**src/rtl/dual_dac_cmd_decoder.sv**
```systemverilog
module dual_dac_cmd_decoder #(
  parameter int DW = 12
) (
  input  logic          clk,
  input  logic          rst_n,
  input  logic          clear_n,
  input  logic          lockout_n,
  input  logic [DW+3:0] cmd_word,
  input  logic          cmd_valid,
  output logic [DW-1:0] out_a,
  output logic [DW-1:0] out_b,
  output logic          shdn_a,
  output logic          shdn_b,
  output logic          user_out,
  output logic          edge_mode
);
  localparam int WW = DW + 4;

  logic [2:0]    op;
  logic [DW-1:0] data;
  logic [2:0]    sub;
  logic          ctl;
  logic [DW-1:0] in_a, in_b;

  assign op   = cmd_word[WW-1:WW-3];
  assign data = cmd_word[DW:1];
  assign sub  = data[DW-1:DW-3];
  assign ctl  = cmd_valid && (op == 3'b000);

  wire data_rst_n = rst_n & clear_n;
  wire flag_rst_n = data_rst_n & lockout_n;

  wire ld_in_a  = cmd_valid && (op == 3'b001 || op == 3'b011);
  wire ld_in_b  = cmd_valid && (op == 3'b101 || op == 3'b111);
  wire wr_out_a = (cmd_valid && (op == 3'b011 || op == 3'b010 ||
                                 op == 3'b100 || op == 3'b111)) ||
                  (ctl && sub == 3'b001);
  wire wr_out_b = (cmd_valid && (op == 3'b011 || op == 3'b010 ||
                                 op == 3'b100 || op == 3'b111)) ||
                  (ctl && sub == 3'b101);
  wire [DW-1:0] nxt_a = (op == 3'b010 || op == 3'b011) ? data : in_a;
  wire [DW-1:0] nxt_b = (op == 3'b010 || op == 3'b111) ? data : in_b;

  wire shut_a = lockout_n && ((cmd_valid && op == 3'b110) || (ctl && sub == 3'b110));
  wire shut_b = lockout_n && ((cmd_valid && op == 3'b110) || (ctl && sub == 3'b111));

  always_ff @(posedge clk or negedge data_rst_n) begin
    if (!data_rst_n) begin
      in_a  <= '0;
      in_b  <= '0;
      out_a <= '0;
      out_b <= '0;
    end else begin
      if (ld_in_a)  in_a  <= data;
      if (ld_in_b)  in_b  <= data;
      if (wr_out_a) out_a <= nxt_a;
      if (wr_out_b) out_b <= nxt_b;
    end
  end

  always_ff @(posedge clk or negedge data_rst_n) begin
    if (!data_rst_n) begin
      user_out  <= 1'b0;
      edge_mode <= 1'b0;
    end else if (ctl) begin
      if (sub == 3'b010) user_out <= 1'b0;
      if (sub == 3'b011) user_out <= 1'b1;
      if (sub == 3'b100) edge_mode <= data[DW-4];
    end
  end

  always_ff @(posedge clk or negedge flag_rst_n) begin
    if (!flag_rst_n) begin
      shdn_a <= 1'b0;
      shdn_b <= 1'b0;
    end else begin
      if (wr_out_a)    shdn_a <= 1'b0;
      else if (shut_a) shdn_a <= 1'b1;
      if (wr_out_b)    shdn_b <= 1'b0;
      else if (shut_b) shdn_b <= 1'b1;
    end
  end
endmodule


```
**config.mk**
```make
export PLATFORM = sky130hd
export DESIGN_NAME = dual_dac_cmd_decoder
export DESIGN_NICKNAME = d
export VERILOG_FILES = /design/src/rtl/dual_dac_cmd_decoder.sv
export SDC_FILE = /design/constraint.sdc
export NUM_CORES = 1
export LEC_CHECK = 0
export ABC_AREA = 0
export BUFFER_PORTS_ARGS = -buffer_cell sky130_fd_sc_hd__buf_2
export CAP_MARGIN = 5
export CORE_MARGIN = 8
export CORE_UTILIZATION = 55
export DETAILED_ROUTE_END_ITERATION = 6
export PLACE_DENSITY = 0.8
export SLEW_MARGIN = 10
export SYNTH_ARGS = -nofsm -noshare
export SYNTH_HDL_FRONTEND = slang
export SYNTH_SLANG_ARGS = --single-unit
export TNS_END_PERCENT = 50
```
**constraint.sdc**
```tcl
create_clock -name clk -period 2.1 [get_ports clk]
set_input_delay 0.42 -clock clk [delete_from_list [all_inputs] [get_ports clk]]
set_output_delay 0.42 -clock clk [all_outputs]
set_load 0.03 [all_outputs]
```
==> results of run 1 <==
[through the flow]
step / hold slack (ps) / power [mW] / utilization / area (sq um)
after global placement: 365.8 / 2.393 / 0.6398 / 2805
after floorplan: 253.1 / 2.132 / - / 2505
after CTS: 23.51 / 3.170 / 0.6687 / 2932
after global routing: 28.29 / 3.284 / 0.6687 / 2932
final: 31.86 / 3.122 / 0.6687 / 2932
after detailed placement: 365.3 / 2.423 / 0.6398 / 2805
[state kept, by name, indices dropped and copies added, names as in the netlist]
register	count
out_a	12
in_a	12
shdn_b	1
user_out	1
out_b	12
in_b	12
shdn_a	1
edge_mode	1
[how the worst max path moves through the flow]
| stage | cells after the start | start | to | slack (ps) |
|---|---|---|---|---|
| 2_1_floorplan | 1 | clear_n | edge_mode | 180 |
| 3_3_place_gp | 5 | cmd_word[15] | out_a[8] | 150 |
| 3_5_place_dp | 5 | cmd_word[15] | out_a[8] | 110 |
| 4_1_cts | 5 | cmd_word[15] | out_a[8] | 440 |
| 5_1_grt | 5 | cmd_word[15] | out_a[8] | 350 |
| 6_report | 5 | cmd_word[15] | out_a[8] | 450 |
[power by group]
part           switching [mW]  internal, mW  leakage, nW  total (mW)
registers               0.120          1.24        0.649        1.36
logic                   0.569         0.458        0.682        1.03
clock network           0.313         0.420       0.0645       0.734
total                    1.00          2.12         1.40        3.12
[synthesized netlist by cell type]
library cell  instances  share of area
a21oi_4               1         0.0065
xnor2_1               1         0.0035
buf_4                 1         0.0030
and2_4                1         0.0035
nand2_1               8          0.012
dfrtp_1              52           0.52
nor3b_1               2         0.0060
mux2i_1               2         0.0080
nand4bb_1             1         0.0045
a21oi_1               2         0.0040
nor2b_2               1         0.0035
buf_2                 1         0.0020
nor4b_4               1         0.0095
o21ai_0               2         0.0040
o31a_2                1         0.0040
nand3b_1              2         0.0060
nand2b_1              1         0.0025
buf_12                1         0.0080
mux2_4               16          0.096
nor3_1                2         0.0040
nor2_1                1         0.0015
mux2_2               52           0.23
o221ai_1              1         0.0035
inv_1                 1         0.0015
nand3_1               2         0.0040
a31o_4                1         0.0070
and2_1                1         0.0025
o21ai_4               1         0.0065
and3_1                1         0.0025
nand4_1               1         0.0025
nor2b_1               1         0.0025
buf_6                 2         0.0090
a221oi_2              1         0.0060
and2b_1               1         0.0030
clkbuf_1              3         0.0045
[area by class of cell]
cell class,count,area [sq um]
repair buffers,54,300.3
clock inverters,1,30.03
clock buffers,7,96.34
inverters,1,3.754
well taps,52,65.06
multi-input cells,108,1135
flip-flops and latches,52,1301
fillers,328,1453
[metal layers]
metal / global-route usage / wire length, um / vias to the layer above
met5: 0 / 0 / -
met4: 0.04082 / 29 / 0
met3: 0.05176 / 265 / 6
met1: 0.1631 / 2014 / 746
li1: - / - / 718
met2: 0.2489 / 2426 / 34
[cells by family (layout without fill, tap and decap cells)]
family | after synthesis | in the layout | synth area share
mux | 70 | 70 | 0.3377
flops | 52 | 52 | 0.5195
simple gates | 27 | 27 | 0.06993
compound gates | 10 | 10 | 0.04146
buf+inv | 9 | 63 | 0.02797
xor+xnor | 1 | 1 | 0.003497
==> impl_results.md, run 1 <==
- Routability Congestion: between 0.7 and 0.8
- Clock Pin Slew Worst Setup and Hold Paths: ~90 ps
- FF-to-FF path depth: 2
- Mapped Area: 0.002505 sq mm
- Wire length per cell: around 17 um
- DP Wirelength: 3446 um
- Vias in the first global route: 1686
- Num ports: slightly below 50
- Initial antenna violation count: 0
- Die ar.: between 0.006 and 0.007 sq mm
- Critical Path RT: ~2300 ps
- Area of the core: about 0.0044 sq mm
- Crit path DAT: 1840 ps
- Synth Register Bits: 52
- Largest net degree at the start of global routing: 46
- FF-to-FF setup slack: around 1100 ps
- Final setup margin: ~450 ps
- Setup crit end kind: register
- Fraction of layout cells with a size suffix above 1: 0.6233
- Critical path type: in2reg
- Setup violators final: 0
- Final hold violations: 0
- Setup TNS after final layout: 0 ps
- Status: complete, no violations
- Clock sink count: 52
- P per Cell Area: 1065 mW/mm^2
- Rows: 24
- First-pass GRT wire length: around 8200 um
- Peak VDD IR: 0.6011 mV
- Die height: between 80 and 90 um
- GRT Util Overall: 0.1442
- Distinct cell type count after synthesis: 35
- CTS Hold Bufs: 0
- Worst-path fanout max: 13
- Fin. max-slew vios: 0
- Setup crit start kind: primary input
- Sequential area share after synthesis: 0.5195
- Crit-path max cell delay: approximately 500 ps
- Initial DRC Count: 30
- Longest Clk Path Bufs: 2
- Worst-Margin Slew: 601.5 ps
- Dpl ws: around 110 ps
- Num CTS Buffers: 5
- Area growth syn-to-layout: 17.03%
- Fmax: between 0.6 and 0.7 GHz
- Final ANT Viol Nets: 0
- Worst-Skew Late Latency: around 300 ps
- First-pass DRT Iterations: 4
- Cell class contributing the biggest share of worst-path delay: compound AO/OA/AOI/OAI gates
- WP buf/inv: 1
- H-tree levels: 2
- RSZ-0062 raised after global routing: false
- Mapped Cells: approximately 170
- Inst Count DP: 267
- # DRC: 0
- Final cell count without fillers: about 280
- Input/output buffers: between 40 and 50
- Die width: between 80 and 90 um
- Final period utilization: 0.7876
- Final Skew: approximately 5.7 ps
- CP max stage cell: a21oi_4
- Final period demand of the worst path: 1654 ps
- Commonest non-fill, non-tap cells in the layout: mux2_2 (52), dfrtp_1 (52), buf_2 (47)
- Launch point of the worst reg-to-reg path: in_b[8]
- Avg Inst Size Synth: roughly 15 sq um
- LEAKAGE: approximately 1.4 nW
- Initial Util: 0.5713
- Max-Cap Viols: 0
- Hold/Removal Path Class: in2async
- Vias: about 1500
- Post-CTS Setup Bufs: 0
- Congestion Overflow GR: 0
- CTS tree: built
- CTS resizes: 0
- R2R Path End: out_b[8]
- WL final: around 4700 um
- Total inserted antenna cells: 0
- Synth warn: 0
- Critical-path cell list: buf_2, nor2b_2, o21ai_4, a21oi_4, mux2_2
- Synth Net Count: 190
- Root Buffer: clkbuf_8
- Final #Nets: 243
- Routed vias/inst: ~5.5
- Relative max-transition margin: 0.5981
(Power assumes the default switching activity.)
==> run 2: changes to the inputs <==
--- a/config.mk
+++ b/config.mk
@@ -5,13 +5,13 @@
 export SDC_FILE = /design/constraint.sdc
 export NUM_CORES = 1
 export LEC_CHECK = 0
-export ABC_AREA = 0
+export ABC_AREA = 1
 export BUFFER_PORTS_ARGS = -buffer_cell sky130_fd_sc_hd__buf_2
 export CAP_MARGIN = 5
 export CORE_MARGIN = 8
-export CORE_UTILIZATION = 55
+export CORE_UTILIZATION = 54
 export DETAILED_ROUTE_END_ITERATION = 6
-export PLACE_DENSITY = 0.8
+export PLACE_DENSITY = 0.79
 export SLEW_MARGIN = 10
 export SYNTH_ARGS = -nofsm -noshare
 export SYNTH_HDL_FRONTEND = slang
==> constraint.sdc (replaced) <==
create_clock -name clk -period 1.6 [get_ports clk]
set_input_delay 0.32 -clock clk [delete_from_list [all_inputs] [get_ports clk]]
set_output_delay 0.32 -clock clk [all_outputs]
set_load 0.03 [all_outputs]
==> run 2 against run 1 <==
Final cell count is 45% higher. Largest cell class unchanged. Clock power is 28% higher. Global-route usage is 2.8 points higher. Cell area is 3.7% lower. Die area is 2.4% lower. Largest power group unchanged. Register-to-register slack worse by 310 ps. Combinational power is 11% lower. Via count is 38% higher. Area after synthesis is 4.7% lower.
==> impl_results.md, run 2 <==
- Status: complete, no violations
- Clock sink count: 52
- Critical-path cell list: buf_2
- Relative max-transition margin: 0.7896
- H-tree levels: 2
- Area growth syn-to-layout: 18.29%
- Worst-path fanout max: 2
- Post-CTS Setup Bufs: 0
- First-pass GRT wire length: 9156 um
- Worst-Skew Late Latency: approximately 310 ps
- Total inserted antenna cells: 0
- Cell class contributing the biggest share of worst-path delay: flip-flops
- Post-synth top area share: 0.5451
- Count leader, synth: nand2_1
- Area of the core: 0.004294 sq mm
- Rows: 24
- Worst-Margin Slew: between 300 and 400 ps
- Fraction of layout cells with a size suffix above 1: 0.2219
- Crit-path max cell delay: between 400 and 500 ps
- Synth Register Bits: 52
- DP Wirelength: 3931 um
- Initial antenna violation count: 0
- Longest Clk Path Bufs: 2
- P per Cell Area: between 1000 and 1500 mW/mm^2
- FILL cells: 375
- Vias in the first global route: between 1500 and 2000
- First-pass DRT Iterations: 4
- WL final: between 5000 and 6000 um
- Max-Cap Viols: 0
- Peak VDD IR: between 0.5 and 0.6 mV
- Ys flop type: dfrtp_1
- Final period utilization: 0.7628
- Top cells by count, synth: nand2_1 (118), dfrtp_1 (52), o21ai_0 (50)
- Largest net degree at the start of global routing: 51
- Final #Nets: 367
- Most common cell after layout, fill and taps aside: nand2_1
- # DRC: 0
- Final Skew: around 12 ps
- Setup crit end kind: primary output
- Critical path type: reg2out
- Mapped Area: 0.002387 sq mm
- WP buf/inv: 1
- EDFF count, synth: 0
- Routability Congestion: approximately 0.86
- Initial Util: 0.5559
- Final period demand of the worst path: between 1000 and 1500 ps
- Routed vias/inst: approximately 5.2
- Input/output buffers: between 40 and 50
- Ys async rst share: 1.000
- Die height: just over 80 um
- Sequential area share after synthesis: 0.5451
- Final ANT Viol Nets: 0
- Die width: around 82 um
- Mapped Cells: just under 300
- Initial DRC Count: between 150 and 200
- Congestion Overflow GR: 0
- CTS tree: built
- Clock Pin Slew Worst Setup and Hold Paths: roughly 90 ps
- Fin. max-slew vios: 0
- CP max stage cell: dfrtp_1
- Hold/Removal Path Class: in2async
- Root Buffer: clkbuf_8
- Synth area leader: dfrtp_1
- Num CTS Buffers: 5
- Fmax: 0.8194 GHz
- Area contributors post-synth: dfrtp_1 (55%), nand2_1 (19%), o21ai_0 (10%), nand3_1 (5.7%), inv_1 (2.5%)
- Post-DP Area: about 0.0027 sq mm
- Wire length per cell: around 14 um
- Crit path DAT: approximately 900 ps
- RSZ-0062 raised after global routing: false
- Setup violators final: 0
- Synth warn: 0
- Num ports: 49
- LEAKAGE: around 1.6 nW
- Synth Net Count: 317
- Vias: roughly 2100
- Final hold violations: 0
- Post-Layout Inst Area: 0.002824 sq mm
- Final core occ: 0.6576
- GRT Util Overall: 0.1724
- Critical Path RT: between 1000 and 1500 ps
- Avg Inst Size Synth: ~8.1 sq um
- Setup crit start kind: register
- Commonest non-fill, non-tap cells in the layout: nand2_1 (118), dfrtp_1 (52), o21ai_0 (50)
- Distinct cell type count after synthesis: 16
- Setup TNS after final layout: 0 ps
- Die ar.: 0.006805 sq mm
[run 2: final timing paths]
check,startpoint,slack (ps),cells past startpoint,to
worst max-delay path,out_b[8],380,1,out_b[8]
worst max register to register,in_a[11],760,4,out_a[11]
worst min-delay path,clear_n,90,4,out_a[11]
max in group asynchronous,lockout_n,430,5,shdn_a
worst min register to register,in_b[9],490,2,in_b[9]
min in group clk,cmd_word[12],310,3,user_out
[run 2: area by class of cell]
class,count,area (sq um),share of cell area
inverter,20,75.07,0.02658
multi-input combinational,210,933.4,0.3305
tap,52,65.06,0.02304
clock buffer,6,82.58,0.02924
clock inverter,2,38.79,0.01374
timing repair buffer,57,327.8,0.1161
sequential,52,1301,0.4608
[run 2: layer usage]
metal / wire [um] / vias to the layer above / global-route usage
met5: 0 / - / 0
met4: 66 / 0 / 0.07414
met3: 427 / 5 / 0.02597
met2: 2525 / 79 / 0.2608
met1: 2487 / 950 / 0.2408
li1: - / 1049 / -
[run 2: timing repair]
item,CTS,global route
gates resized for setup,0,0
endpoints found under the hold margin,2,0
hold buffers,2,0
[run 2: logic make-up after synthesis]
logic type,count (synthesis),share of synthesized area
compound gates,52,0.1122
flops,52,0.5451
buf+inv,34,0.06394
simple gates,158,0.2788
[run 2: stage by stage]
step / hold WS, ps / power, mW / setup WS [ps] / instances
6_report: 87.99 / 3.510 / 379.5 / 399
4_1_cts: 98.17 / 3.539 / 370.5 / 399
2_1_floorplan: 140.0 / 2.308 / 14.94 / 296
3_3_place_gp: 272.7 / 2.566 / 224.3 / 389
3_5_place_dp: 285.3 / 2.600 / 158.4 / 389
5_1_grt: 121.2 / 3.707 / 345.2 / 399
[run 2: power by group]
group	leakage, nW	switching [mW]	total (mW)	internal [mW]
Combinational	0.824	0.635	0.918	0.283
Sequential	0.674	0.115	1.66	1.54
Clock	0.0614	0.425	0.936	0.512
Total	1.56	1.17	3.51	2.34
==> run 3: changes to the inputs <==
==> constraint.sdc (replaced) <==
create_clock -name clk -period 1.2 [get_ports clk]
set_input_delay 0.24 -clock clk [delete_from_list [all_inputs] [get_ports clk]]
set_output_delay 0.24 -clock clk [all_outputs]
set_load 0.03 [all_outputs]
==> run 3 against run 2 <==
Power rose by 34%. Global-route usage rose by 0.27 points. Non-clock buffer count rose by 10. Flip-flop and latch count did not move. Clock-buffer cell count fell by 1. Final cell count rose by 2.5%. Core utilization rose by 2.9 points.
==> impl_results.md, run 3 (synthesis gave the netlist of run 2 again) <==
- Num ports: 49
- CP max stage cell: dfrtp_1
- Root Buffer: clkbuf_8
- Crit path DAT: 900 ps
- Routing usage on met3: 0.03139
- P per Cell Area: about 1600 mW/mm^2
- CTS tree: built
- Crit-path max cell delay: ~400 ps
- Final period utilization: 0.9525
- Initial Util: 0.5559
- Die height: 82.49 um
- Final period demand of the worst path: ~1100 ps
- Fin. max-slew vios: 0
- Final hold violations: 0
- Largest net degree at the start of global routing: slightly above 50
- Die ar.: between 0.006 and 0.007 sq mm
- Area growth syn-to-layout: 23.43%
- Max-Cap Viols: 0
- Relative max-transition margin: 0.7995
- Most common cell after layout, fill and taps aside: nand2_1
- Initial DRC Count: approximately 120
- Clock Pin Slew Worst Setup and Hold Paths: 100 ps
- Worst-Margin Slew: between 200 and 300 ps
- Worst-Skew Late Latency: ~310 ps
- Met1 Use GR: 0.2340
- Critical path type: reg2out
- Total inserted antenna cells: 0
- Input/output buffers: 47
- Worst-path fanout max: 2
- Final cell count without fillers: 409
- Setup crit end kind: primary output
- Rows: 24
- Register area: ~0.0013 sq mm
- Routed vias/inst: around 5.0
- Critical-path cell list: buf_2
- Fraction of layout cells with a size suffix above 1: 0.2437
- Vias: around 2100
- WP buf/inv: 1
- H-tree levels: 2
- Cell class contributing the biggest share of worst-path delay: flip-flops
- GRT Util Overall: 0.1751
- Final core occ: 0.6862
- Area of the core: 0.004294 sq mm
- Post-Layout Inst Area: slightly below 0.003 sq mm
- Setup crit start kind: register
- Final Skew: around 8.2 ps
- Final ANT Viol Nets: 0
- Vias in the first global route: 2055
- Setup TNS after final layout: 0 ps
- Number of stages on the worst setup path: 1
- Peak VDD IR: roughly 0.88 mV
- Hold/Removal Path Class: in2async
- Critical Path RT: approximately 960 ps
- Gr busiest metal: met2
- Inst Count DP: 399
- Total Power: about 4.7 mW
- Longest Clk Path Bufs: 2
- First-pass DRT Iterations: 4
- # DRC: 0
- FILL cells: 353
- FF-to-FF path depth: 4
- Routability Congestion: around 0.86
- Status: complete, no violations
- First-pass GRT wire length: 9308 um
- WL final: between 5000 and 6000 um
- Die width: between 80 and 90 um
- Met2 Track Usage GR: 0.2796
- LEAKAGE: approximately 1.6 nW
- Commonest non-fill, non-tap cells in the layout: nand2_1 (118), dfrtp_1 (52), o21ai_0 (50)
- Post-DP Area: ~0.0028 sq mm
- Initial antenna violation count: 0
- Fmax: 0.8749 GHz
- Footprint of the multi-input gates: just over 900 sq um
- Setup violators final: 0
- DP Wirelength: between 4000 and 5000 um
- RSZ-0062 raised after global routing: false
- Congestion Overflow GR: 0
- Final #Nets: around 380
- Num CTS Buffers: 5
- Wire length per cell: around 13 um
- Clock sink count: 52
-- run 3: cell type report --
| cell class | count | area share |
|---|---|---|
| sequential | 52 | 0.4416 |
| multi-input combinational | 210 | 0.3168 |
| timing repair buffer | 67 | 0.1537 |
| inverter | 20 | 0.02675 |
| clock buffer | 5 | 0.02335 |
| tap | 52 | 0.02208 |
| clock inverter | 3 | 0.01571 |
-- run 3: per-stage QoR --
step / setup slack (ps) / hold slack, ps
3_5_place_dp: -102.1 / 196.4
6_report: 56.95 / 54.44
4_1_cts: 61.50 / 78.91
5_1_grt: 32.29 / 97.82
3_3_place_gp: -41.37 / 190.6
2_1_floorplan: 134.5 / 59.91
-- run 3: power by group --
part / total (mW) / internal (mW) / switching [mW] / leakage, nW
Sequential: 2.21 / 2.06 / 0.153 / 0.674
Clock: 1.22 / 0.629 / 0.595 / 0.0548
Combinational: 1.26 / 0.410 / 0.852 / 0.889
Total: 4.69 / 3.09 / 1.60 / 1.62
-- run 3: worst register-to-register path: cells and delay by family, from the launching register on --
| family | cells | cell delay, ps |
|---|---|---|
| compound gates | 1 | 120 |
| flops | 1 | 380 |
| simple gates | 3 | 220 |
-- run 3: worst paths after layout --
kind                         startpoint         to  slack, ps
max                            out_b[9]   out_b[9]         60
min                             clear_n   out_a[8]         50
max reg2reg                    in_a[11]  out_a[11]        370
min reg2reg                    in_b[11]   in_b[11]        490
max in group asynchronous     lockout_n     shdn_a         90
min in group clk           cmd_word[10]   user_out        220
-- run 3: what timing repair did --
action	in CTS	in global routing
gates resized for setup	0	0
hold buffers	2	0
hold endpoints to repair	2	0
setup buffers	0	0
setup endpoints to repair	0	0
-- run 3: per-layer routing --
layer	vias up	share of wire
li1	1067	-
met1	931	0.46
met2	55	0.46
met3	9	0.064
met4	0	0.016
met5	-	0
